===== src/rtl/iphase_pkg.sv =====
package iphase_pkg;

  localparam int CODE_W    = 2;
  localparam int PHASE_CNT = 1 << CODE_W;

  typedef enum logic [CODE_W-1:0] {
    PH_FETCH = 2'b00,
    PH_INDIR = 2'b01,
    PH_EXEC  = 2'b10,
    PH_INTR  = 2'b11
  } phase_t;

  // Successor of a phase at its end; inputs only matter in the phase they belong to.
  function automatic phase_t next_phase(phase_t cur, logic ind, logic pend, logic en);
    phase_t n;
    case (cur)
      PH_FETCH: n = ind ? PH_INDIR : PH_EXEC;
      PH_INDIR: n = PH_EXEC;
      PH_EXEC:  n = (pend && en) ? PH_INTR : PH_FETCH;
      default:  n = PH_FETCH;
    endcase
    return n;
  endfunction

  function automatic logic takes_interrupt(phase_t cur, logic pend, logic en);
    return (cur == PH_EXEC) && pend && en;
  endfunction

endpackage


===== src/rtl/iphase_next.sv =====
module iphase_next
  import iphase_pkg::*;
(
  input  phase_t cur,
  input  logic   ind_addr,
  input  logic   irq_pend,
  input  logic   irq_en,
  output phase_t nxt,
  output logic   to_intr
);
  always_comb begin
    nxt     = next_phase(cur, ind_addr, irq_pend, irq_en);
    to_intr = takes_interrupt(cur, irq_pend, irq_en);
  end
endmodule


===== src/rtl/iphase_state.sv =====
module iphase_state
  import iphase_pkg::*;
(
  input  logic   clk,
  input  logic   rst,
  input  logic   advance,
  input  phase_t nxt,
  input  logic   to_intr,
  output phase_t code_q,
  output logic   ack_q
);
  always_ff @(posedge clk) begin
    if (rst) begin
      code_q <= PH_FETCH;
      ack_q  <= 1'b0;
    end else begin
      if (advance) code_q <= nxt;
      ack_q <= advance && to_intr;
    end
  end

  // reset dominates any strobe
  a_r1_reset_fetch: assert property (@(posedge clk)
    rst |=> (code_q == PH_FETCH) && !ack_q);

  a_r2_hold: assert property (@(posedge clk) disable iff (rst)
    !advance |=> $stable(code_q));

  a_r4_indir_to_exec: assert property (@(posedge clk) disable iff (rst)
    (advance && code_q == PH_INDIR) |=> (code_q == PH_EXEC));

  a_r6_intr_to_fetch: assert property (@(posedge clk) disable iff (rst)
    (advance && code_q == PH_INTR) |=> (code_q == PH_FETCH));

  a_r8_ack_on_entry: assert property (@(posedge clk) disable iff (rst)
    ack_q |-> (code_q == PH_INTR) && ($past(code_q) == PH_EXEC));

  a_r8_ack_single: assert property (@(posedge clk) disable iff (rst)
    ack_q |=> !ack_q);
endmodule


===== src/rtl/iphase_decode.sv =====
module iphase_decode
  import iphase_pkg::*;
(
  input  logic                 clk,
  input  logic                 rst,
  input  phase_t               code_q,
  output logic [PHASE_CNT-1:0] phase_en
);
  for (genvar i = 0; i < PHASE_CNT; i++) begin : g_en
    assign phase_en[i] = (code_q == phase_t'(i));
  end

  a_r7_onehot: assert property (@(posedge clk) disable iff (rst)
    $countones(phase_en) == 1);
endmodule


===== src/rtl/inst_phase_seq.sv =====
module inst_phase_seq
  import iphase_pkg::*;
(
  input  logic                 clk,
  input  logic                 rst,
  input  logic                 phase_done,
  input  logic                 ind_addr,
  input  logic                 irq_pend,
  input  logic                 irq_en,
  output logic [PHASE_CNT-1:0] phase_en,
  output logic [CODE_W-1:0]    cycle_code,
  output logic                 irq_ack
);
  phase_t cur_q;
  phase_t nxt_w;
  logic   to_intr_w;

  iphase_next u_next (
    .cur(cur_q), .ind_addr(ind_addr), .irq_pend(irq_pend), .irq_en(irq_en),
    .nxt(nxt_w), .to_intr(to_intr_w)
  );

  iphase_state u_state (
    .clk(clk), .rst(rst), .advance(phase_done), .nxt(nxt_w),
    .to_intr(to_intr_w), .code_q(cur_q), .ack_q(irq_ack)
  );

  iphase_decode u_dec (
    .clk(clk), .rst(rst), .code_q(cur_q), .phase_en(phase_en)
  );

  assign cycle_code = cur_q;

  a_r3_fetch_branch: assert property (@(posedge clk) disable iff (rst)
    (phase_done && cycle_code == 2'b00) |=>
      (cycle_code == ($past(ind_addr) ? 2'b01 : 2'b10)));

  a_r5_exec_branch: assert property (@(posedge clk) disable iff (rst)
    (phase_done && cycle_code == 2'b10) |=>
      (cycle_code == (($past(irq_pend) && $past(irq_en)) ? 2'b11 : 2'b00)));

  // the acknowledge only follows an execute end
  a_r9_ack_source: assert property (@(posedge clk) disable iff (rst)
    $rose(irq_ack) |-> ($past(cycle_code) == 2'b10));
endmodule


===== config.mk =====
export PLATFORM = sky130hd
export DESIGN_NAME = inst_phase_seq
export DESIGN_NICKNAME = d
export VERILOG_FILES = /design/src/rtl/iphase_pkg.sv /design/src/rtl/iphase_next.sv /design/src/rtl/iphase_state.sv /design/src/rtl/iphase_decode.sv /design/src/rtl/inst_phase_seq.sv
export SDC_FILE = /design/constraint.sdc
export NUM_CORES = 1
export LEC_CHECK = 0
export BUFFER_PORTS_ARGS = -buffer_cell sky130_fd_sc_hd__buf_2
export CAP_MARGIN = 20
export CORE_AREA = 10 10 47 49
export CTS_BUF_LIST = sky130_fd_sc_hd__clkbuf_4 sky130_fd_sc_hd__clkbuf_8 sky130_fd_sc_hd__clkbuf_16
export CTS_CLUSTER_SIZE = 20
export DETAILED_ROUTE_END_ITERATION = 6
export DIE_AREA = 0 0 57 59
export PLACE_DENSITY = 0.3
export SYNTH_ARGS = -nofsm -noshare
export SYNTH_HDL_FRONTEND = slang
export SYNTH_SLANG_ARGS = --single-unit

===== constraint.sdc =====
create_clock -name clk -period 2 [get_ports clk]
set_input_delay 0.1 -clock clk [delete_from_list [all_inputs] [get_ports clk]]
set_output_delay 0.1 -clock clk [all_outputs]
set_load 0.005 [all_outputs]

# Yosys cells after proc, flatten, opt, wreduce, memory -nomap -nowiden
# Index checks and enable logic that the tools add are counted.
dict set report classes {
  n_eq_ne 3
  n_reduce_logical 5
  magnitude_cmp 0
  mux 3
  div_mod_pow 0
  bitwise 0
  add_sub_neg 0
  multipliers 0
  shifts 0
}
# operator count
set op_table {}
lappend op_table {{$pmux W2 S3} 1}
lappend op_table {{$eq A2 B2 Y1 const B} 2}
lappend op_table {{$logic_and A1 B1 Y1} 4}
lappend op_table {{$mux W2} 2}
lappend op_table {{$eq A2 B1 Y1 const B} 1}
lappend op_table {{$logic_not A2 Y1} 1}
dict set report totals {
  output_inout_bits 7
  inputBits 6
  ramBits 0
  ff_bits 3
  mem_bits_ro 0
  latch_bits 0
  mem_count 0
  word_cells 13
}

# Depth between registers and ports, before layout
dict set report depth {
  word_depth 4
  mapped_depth 3
  depth_no_buf 3
}

# Modules after synthesis
# Synthesis repeated with hierarchy kept, for this count alone.
dict set report unflattened {
  hier_cells 19
  area_unflattened_um2 156.4
}
# mod seq_area_each_um2 cells_each n_inst area_each_um2
set by_module_without_submodules {}
lappend by_module_without_submodules {iphase_state 60.1 9 1 95.1}
lappend by_module_without_submodules {iphase_next 0.0 6 1 35.0}
lappend by_module_without_submodules {iphase_decode 0.0 4 1 26.3}

# Worst setup path before layout
# No wires, ideal clock.
dict set report synth_path {
  path_kind {register to register}
  from {register u_state.code_q[1]}
  to {register u_state.code_q[0]}
  setup_slack_ps 1017
  stages_incl_launch_ff 4
  n_path_buf 0
  synth_period_minus_slack_ps 983
  arrival_time_ps 892
  t_required_ps 1909
  cell_sequence {dfxtp_1 and2b_1 nand3_2 a311oi_1}
}
dict set report synth_between {
  elab_chain_cells 2
}
# element line_no
set synth_rtl {}
lappend synth_rtl {{start, declared} iphase_state.sv:9} ;# output phase_t code_q,
lappend synth_rtl {{start signal, assigned} iphase_state.sv:17} ;# if (advance) code_q <= nxt;
lappend synth_rtl {{$eq A2 B2 Y1} n/a}
lappend synth_rtl {{via phase_en[2]} inst_phase_seq.sv:10} ;# output logic [PHASE_CNT-1:0] phase_en,
lappend synth_rtl {{$pmux W2 S3} iphase_pkg.sv:16} ;# case (cur)
# The timed path passes the listed nets, and every way through them passes these cells.
# A chain may end at the register's enable or synchronous reset.

# Final worst setup path
dict set report layout_path {
  from {register u_state.code_q[0]}
  to {output port phase_en[2]}
}
dict set report layout_between {
  elab_chain_cells 1
}
# element line_no
set layout_rtl {}
lappend layout_rtl {{$eq A2 B2 Y1} iphase_decode.sv:10} ;# assign phase_en[i] = (code_q == phase_t'(i));
lappend layout_rtl {{end, declared} inst_phase_seq.sv:10}
# No other way between the ends.

==> results.toml <==
[routing]
vias_per_cell = 3.583
routed_wl_um = 514
drc_errors = 0
wire_per_inst_um = 10.71
drtPass1Iterations = 3
drtIter0Drc = 2
drtAntennaViolNets = 0
vias = 172

[place]
dp_worst_setup_slack_ns = 0.9346
dp_cells = 44
place.gp.congestion = 0.6828
port_buffers = 12
dp_hpwl_um = 409.2

[worst_hold_path]
hp-class = "primary input to flop"

[yosys]
ys_seq_area_frac = 0.4324
synth_area_um2 = 138.9
ys_warn_count = 0
synth_cell_types = 10
syn_nets = 22
syn_inst = 16
avgSynthCellArea_um2 = 8.680
ys_ff_latch = 3

[critical_path]
cpPeakStageDelay_ns = 0.40
crit_path_top_delay_cell = "dfxtp_1"
start_kind = "flop"
crit_path_end_kind = "output port"
regToRegSetupSlack_ns = 0.96
crit_arrival_ns = 0.99
required_ns = 1.90
critPathKind = "flop to output port"
critPathMaxFanout = 6
cp_cell_sequence = "and2b_1, buf_2"

[cts]
clockBufferDepth = 2
cts_buffers = 3
clkSlewWorstSetupHoldPaths_ns = 0.04
cts_sinks = 3
postCtsHoldBufs = 0
insertion_delay_ns = 0.24
cts_tree = "done"
cts_max_level = 1
post_cts_buffers = 0
ctsResizeCount = 0
clockRootBuffer = "clkbuf_4"

[global_routing]
grt_pass1_wl_um = 800
grt_max_degree = 8
antenna_found_initial = 0
grt_pass1_vias = 189
grt.total_usage = 0.03364
grt_overflow_total = 0

[sta]
max_freq_mhz = 915.8
slew_headroom = 0.8653
worst_pin_slew_ns = 0.2007
fin_crit_ns = 1.092
rsz0062_at_grt = "no"
fin_tns_setup_ns = 0
slew_viol_final = 0
setup_ws_ns = 0.9081
report.final.hold_viol_count = 0
hold-worst-slack_ns = 0.05557
fin_crit_sh = 0.5460
finalSetupViolations = 0
finalClockSkew_ns = 0.001411

[layout]
num-fill-cells = 173
area_growth_pct = 79.28
final_cells = 48
final_cell_mix = "12 x buf_2, 4 x nor2_1, 4 x clkbuf_4"
final_common_cell = "buf_2"
drive_gt1_frac = 0.5313
diodes = 0
fin_nets = 39

[floorplanning]
start_util = 0.09911
die_w_um = 57
die_y_um = 59
dieArea_um2 = 3363
rows = 14
top_level_ports = 13
core_um2 = 1401

[power]
power_density_nw_per_um2 = 899.0
p_leak_nw = 0.1286
vdd_drop_max_mv = 0.1572

[job]
max_cap_violations = 0

[run_status]
status = "complete, no violations"
## kinds of logic after synthesis
family	synth area share
simple gates	0.3604
flops	0.4324
compound gates	0.1802
buf+inv	0.02700
## cells in the mapped netlist, drive strengths merged
cell type,count,share of area
a21o,1,0.054
a311oi,2,0.13
and2,1,0.045
and2b,1,0.054
dfxtp,3,0.43
inv,1,0.027
nand2,1,0.027
nand3,1,0.072
nor2,4,0.11
nor3b,1,0.054
## registers in the layout (all words and copies together), names as in the netlist
register,count
u_state.ack_q,1
u_state.code_q,2
## per-stage QoR
| step | total power [W] | utilization | cell area (um2) |
|---|---|---|---|
| CTS | 0.0002312 | 0.1777 | 249.0 |
| global placement | 0.0001011 | 0.1563 | 219.0 |
| finish | 0.0002238 | 0.1777 | 249.0 |
| floorplan | 0.00008178 | - | 138.9 |
| global route | 0.0002408 | 0.1777 | 249.0 |
| detailed placement | 0.0001006 | 0.1563 | 219.0 |
## path summary, 6_finish.rpt
check	startpoint	endpoint	depth (start not counted)
worst max-delay path	u_state.code_q[0]	phase_en[2]	2
worst min-delay path	rst	u_state.code_q[0]	2
worst max register to register	u_state.code_q[1]	u_state.code_q[1]	3
worst min register to register	u_state.code_q[1]	u_state.code_q[1]	2
## final cells by class
| cell class | instances | area [um2] | area share |
|---|---|---|---|
| Multi-Input combinational cell | 12 | 75.07 | 0.3015 |
| Sequential cell | 3 | 60.06 | 0.2412 |
| Timing Repair Buffer | 12 | 60.06 | 0.2412 |
| Clock buffer | 4 | 30.03 | 0.1206 |
| Tap cell | 16 | 20.02 | 0.08040 |
| Inverter | 1 | 3.754 | 0.01508 |
## per-layer routing
metal	routed length, um	GRT usage
met2	169	0.03256
met4	0	0.02013
met1	271	0.03660
met5	0	0
met3	74	0.04292
## worst max-delay path, delay by kind of cell, from the launching register on
family / cells / cell delay [ns]
buffers and inverters: 1 / 0.13
DFF: 1 / 0.40
and+or+nand+nor: 1 / 0.22
## report_power, final
group | internal (W) | leakage (nW) | switching [W]
sequential | 0.0000635 | 0.0247 | 0.00000483
combinational | 0.0000163 | 0.0855 | 0.0000141
clock | 0.0000886 | 0.0184 | 0.0000365
total | 0.000168 | 0.129 | 0.0000554
(Power assumes the default switching activity.)
